===== src/rtl/dig_atten_zmute.sv =====
module dig_atten_zmute #(
  parameter int ZTHRESH = 65536,
  parameter int HOLD    = 1024
) (
  input  logic               clk,
  input  logic               rst_n,
  input  logic               smp_valid,
  input  logic signed [23:0] left_in,
  input  logic signed [23:0] right_in,
  input  logic               bclk_tick,
  input  logic [7:0]         code_l,
  input  logic [7:0]         code_r,
  input  logic               common_att,
  input  logic               soft_mute,
  input  logic               invert,
  input  logic               dac_off,
  input  logic               zmute_en,
  output logic               out_valid,
  output logic signed [23:0] left_out,
  output logic signed [23:0] right_out,
  output logic               zero_flag
);
  localparam int DW   = 24;
  localparam int PW   = DW + 18;
  localparam int CMAX = 255;
  localparam int ZCW  = $clog2(ZTHRESH + 1);
  localparam int HCW  = $clog2(HOLD + 1);
  localparam logic signed [DW-1:0] MINV = {1'b1, {(DW-1){1'b0}}};
  localparam logic signed [DW-1:0] MAXV = {1'b0, {(DW-1){1'b1}}};

  logic [7:0]     mlev;
  logic [ZCW-1:0] zcnt;
  logic           zrun;
  logic [HCW-1:0] hcnt;
  logic           ready;
  logic [7:0]     el, er;
  logic signed [DW-1:0] vl, vr;
  logic           force0, nz_in;

  function automatic logic [16:0] mant(input int r);
    case (r)
      0: mant = 17'd65536;  1: mant = 17'd61858;  2: mant = 17'd58386;
      3: mant = 17'd55109;  4: mant = 17'd52016;  5: mant = 17'd49097;
      6: mant = 17'd46341;  7: mant = 17'd43740;  8: mant = 17'd41285;
      9: mant = 17'd38968; 10: mant = 17'd36781; default: mant = 17'd34716;
    endcase
  endfunction

  function automatic logic signed [DW-1:0] scale(input logic signed [DW-1:0] x,
                                                 input logic [7:0] c);
    int a, q, r;
    logic signed [PW-1:0] p;
    if (c == 8'd0) return '0;
    a = CMAX - int'(c);
    q = a / 12;
    r = a % 12;
    p = PW'(x) * PW'($signed({1'b0, mant(r)}));
    p = p + (PW'(1) <<< (15 + q));
    p = p >>> (16 + q);
    return p[DW-1:0];
  endfunction

  function automatic logic signed [DW-1:0] polar(input logic signed [DW-1:0] v,
                                                 input logic inv);
    if (!inv) return v;
    return (v == MINV) ? MAXV : -v;
  endfunction

  assign ready  = (hcnt == HCW'(HOLD));
  assign nz_in  = (left_in != '0) || (right_in != '0);
  assign el     = (code_l < mlev) ? code_l : mlev;
  assign er     = ((common_att ? code_l : code_r) < mlev) ?
                  (common_att ? code_l : code_r) : mlev;
  assign vl     = polar(scale(left_in, el), invert);
  assign vr     = polar(scale(right_in, er), invert);
  assign force0 = !ready || dac_off || (zmute_en && zero_flag);
  assign zero_flag = (zcnt == ZCW'(ZTHRESH));

  always_ff @(posedge clk or negedge rst_n) begin
    if (!rst_n) begin
      hcnt <= '0;
    end else if (!ready) begin
      hcnt <= hcnt + 1'b1;
    end
  end

  always_ff @(posedge clk or negedge rst_n) begin
    if (!rst_n) begin
      mlev <= 8'd255;
    end else if (smp_valid) begin
      if (soft_mute && mlev != 8'd0)        mlev <= mlev - 8'd1;
      else if (!soft_mute && mlev != 8'd255) mlev <= mlev + 8'd1;
    end
  end

  always_ff @(posedge clk or negedge rst_n) begin
    if (!rst_n) begin
      zcnt <= '0;
      zrun <= 1'b1;
    end else if (smp_valid && nz_in) begin
      zcnt <= '0;
      zrun <= 1'b0;
    end else begin
      if (smp_valid) zrun <= 1'b1;
      if (bclk_tick && zrun && !zero_flag) zcnt <= zcnt + 1'b1;
    end
  end

  always_ff @(posedge clk or negedge rst_n) begin
    if (!rst_n) begin
      out_valid <= 1'b0;
      left_out  <= '0;
      right_out <= '0;
    end else begin
      out_valid <= smp_valid;
      if (smp_valid) begin
        left_out  <= force0 ? '0 : vl;
        right_out <= force0 ? '0 : vr;
      end
    end
  end

  p_latency_r10: assert property (@(posedge clk) disable iff (!rst_n)
    smp_valid |=> out_valid);
  p_idle_r10: assert property (@(posedge clk) disable iff (!rst_n)
    !smp_valid |=> (!out_valid && $stable(left_out) && $stable(right_out)));
  p_dacoff_r5: assert property (@(posedge clk) disable iff (!rst_n)
    (smp_valid && dac_off) |=> (left_out == '0 && right_out == '0));
  p_hold_r8: assert property (@(posedge clk) disable iff (!rst_n)
    (smp_valid && !ready) |=> (left_out == '0 && right_out == '0));
  p_zmute_r7: assert property (@(posedge clk) disable iff (!rst_n)
    (smp_valid && zmute_en && zero_flag) |=> (left_out == '0 && right_out == '0));
  p_zclear_r6: assert property (@(posedge clk) disable iff (!rst_n)
    (smp_valid && nz_in) |=> !zero_flag);
  p_zstable_r6: assert property (@(posedge clk) disable iff (!rst_n)
    (!bclk_tick && !smp_valid) |=> $stable(zero_flag));
  p_mlev_hold_r3: assert property (@(posedge clk) disable iff (!rst_n)
    !smp_valid |=> $stable(mlev));
  p_ramp_down_r3: assert property (@(posedge clk) disable iff (!rst_n)
    (smp_valid && soft_mute && mlev != 8'd0) |=> (mlev == $past(mlev) - 8'd1));
endmodule


===== config.mk =====
export PLATFORM = sky130hd
export DESIGN_NAME = dig_atten_zmute
export DESIGN_NICKNAME = d
export VERILOG_FILES = /design/src/rtl/dig_atten_zmute.sv
export SDC_FILE = /design/constraint.sdc
export NUM_CORES = 2
export LEC_CHECK = 0
export BUFFER_PORTS_ARGS = -buffer_cell sky130_fd_sc_hd__buf_4
export CORE_MARGIN = 8
export CORE_UTILIZATION = 50
export DETAILED_ROUTE_END_ITERATION = 8
export PLACE_DENSITY_LB_ADDON = 0.3
export RECOVER_POWER = 25
export SLEW_MARGIN = 10
export SYNTH_ARGS = -nofsm -noshare
export SYNTH_HDL_FRONTEND = slang
export SYNTH_SLANG_ARGS = --single-unit

===== constraint.sdc =====
create_clock -name clk -period 20.9 [get_ports clk]
set_input_delay 2.09 -clock clk [delete_from_list [all_inputs] [get_ports clk]]
set_output_delay 2.09 -clock clk [all_outputs]
set_load 0.02 [all_outputs]

==> metrics.cfg <==
[run_status]
outcome = finished, violations left
violations = max-capacitance violations, max-slew violations

[global_routing]
grt_pass1_vias = 38600
overflow = 0
grt_pass1_wl_um = 210000
grt_usage = 0.260
antenna_found_initial = 1
grt_max_degree = 55

[routing]
postRouteAntennaNets = 0
first_iter_violations = 3029
via_per_inst = 5.59
vias = 36700
drc = 0
wl_per_cell_um = 19.2
first_pass_iters = 6
wirelength_um = 126000

[clock_tree]
clockBufferDepth = 2
clock-sinks = 86
cts_inserted_buffers = 9
postCtsResizedCells = 0
clk_pin_slew_ns = 0.07
postCtsSetupBuffers = 0
cts_hold_buffers = 0
clk_latency_ns = 0.34
htreeDepth = 3
cts_tree = done
clockRootBuffer = clkbuf_16

[logic_synthesis]
ys_seq_area_frac = 0.0485
syn_area_um2 = 44600
avgSynthCellArea_um2 = 8.29
synth_ff_type = dfrtp_1
synthCells = 5380
ys_ff_latch = 86
synth_edf_count = 0
synth_warnings = 0
synth_cell_types = 112
async_flop_share = 1.00

[setup_path]
startpoint_type = input port
regToRegEndpoint = left_out[14]
rr_worst_depth = 52
critPathArrivalTime_ns = 19.05
cpPeakStageDelay_ns = 0.79
regToRegStartpoint = mlev[3]
reg2reg_slack_ns = 3.60
crit_slowest_cell = and3_2
critPathKind = in2reg
cp-end-kind = flop
cp.required_ns = 21.09
worstPathMaxFanout = 33

[sta]
rsz0062_at_grt = no
period_needed_ns = 18.86
final_hold_viol_count = 0
min_period_over_period = 0.902
setup_viol = 0
max_clock_freq_mhz = 53.0
skew_ns = 0.0114
worst_pin_slew_ns = 2.91
slew_viol_final = 89
finalSetupTns_ns = 0
relSlewSlack = -0.943

[finish]
drive_above_1_share = 0.0616
final_common_cell = inv_1
layout_common_cells = inv_1, fa_1, nand2_1
nets = 6604
syn2layout_area_growth_pct = 5.53

[worst_hold_path]
hold_path_end = hcnt[10]
min_path_type = reg2reg
hold_depth = 1
holdCritStartpoint = hcnt[10]

[floorplanning]
coreArea_um2 = 88400
initial_utilization = 0.505
fp-row-count = 109
die_y_um = 315
io_pins = 123
design.die.area_um2 = 99000
die_w_um = 315

[flow_run]
drv_cap = 2

[placement]
dp_hpwl_um = 102000
gp_congestion = 0.977
port_buffers = 122

==> kinds of logic (layout without fill, tap and decap cells) <==
group	Yosys count	in the layout	synth area share
compound gates	719	719	0.114
xor+xnor	135	135	0.0276
fa+ha+maj	1147	1147	0.470
buf+inv	1503	1476	0.128
flops	86	86	0.0485
mux	124	124	0.0297
other cells	2	40	0.000168
simple gates	1664	1664	0.182
==> synth_stat cells, types with 44 or more instances <==
cell / number / area [um2]
xnor2_1: 89 / 780
inv_1: 1258 / 4720
nor3_1: 80 / 400
ha_1: 268 / 3350
o21ai_0: 126 / 631
a21oi_1: 138 / 691
fa_1: 879 / 17600
and2_1: 297 / 1860
nor2_1: 261 / 980
nand3_1: 68 / 340
a211oi_1: 44 / 330
dfrtp_1: 77 / 1930
nand2_1: 639 / 2400
nor2b_1: 97 / 607
mux2i_1: 84 / 841
and3_1: 48 / 300
clkbuf_1: 203 / 762
==> layout make-up <==
type / instances / area, um2
Timing Repair Buffer: 199 / 1480
Fill cell: 8410 / 41300
Antenna cell: 2 / 5.00
Clock buffer: 9 / 225
Tap cell: 1165 / 1460
Sequential cell: 86 / 2160
Inverter: 1261 / 4730
Clock inverter: 7 / 77.6
Multi-Input combinational cell: 3827 / 36900
==> worst max-delay path by stage <==
stage               slack (ns)  startpoint  cells after the start             to
global route              0.78  common_att                     59  right_out[19]
CTS                       2.19  common_att                     57  right_out[19]
detailed placement        1.86  common_att                     57  right_out[19]
floorplan                 3.46  common_att                     67  right_out[17]
finish                    2.04  common_att                     59  right_out[19]
global placement          2.26  common_att                     59  right_out[19]
==> per-layer routing <==
| layer | wire [um] | up-vias | global-route usage | share of wire |
|---|---|---|---|---|
| li1 | - | 16700 | - | - |
| met3 | 9530 | 186 | 0.0433 | 0.076 |
| met5 | 0 | - | 0 | 0 |
| met4 | 2620 | 0 | 0.0556 | 0.021 |
| met1 | 54900 | 18400 | 0.368 | 0.44 |
| met2 | 58900 | 1385 | 0.420 | 0.47 |
==> sequential cells by signal, summed over array words and instances (netlist names) <==
name / count
hcnt: 11
left_out: 24
mlev: 8
out_valid: 1
right_out: 24
zcnt: 17
zrun: 1
==> through the flow <==
stage                     worst slack (ns)  utilization  cell area, um2  std cells  hold WS, ns
after floorplan                       3.46            -           44700       5416        0.445
after global placement                2.26        0.529           46800       6538        0.461
after detailed placement              1.86        0.529           46800       6538        0.469
after CTS                             2.19        0.533           47100       6554        0.481
after global routing                 0.777        0.533           47100       6554        0.502
final                                 2.04        0.533           47100       6556        0.478
==> critical path: cells and delay by family <==
| family | cells | cell delay, ns |
|---|---|---|
| and+or+nand+nor | 18 | 4.98 |
| xor gates and xnor gates | 3 | 0.74 |
| adders and majority gates | 10 | 4.76 |
| AOI/OAI and AO/OA | 14 | 3.13 |
| muxes | 2 | 0.96 |
| buffers and inverters | 12 | 2.32 |
Power is left out: the tool's default activity adds up to more than one toggle a clock period on the data nets, which glitch-free logic cannot reach.
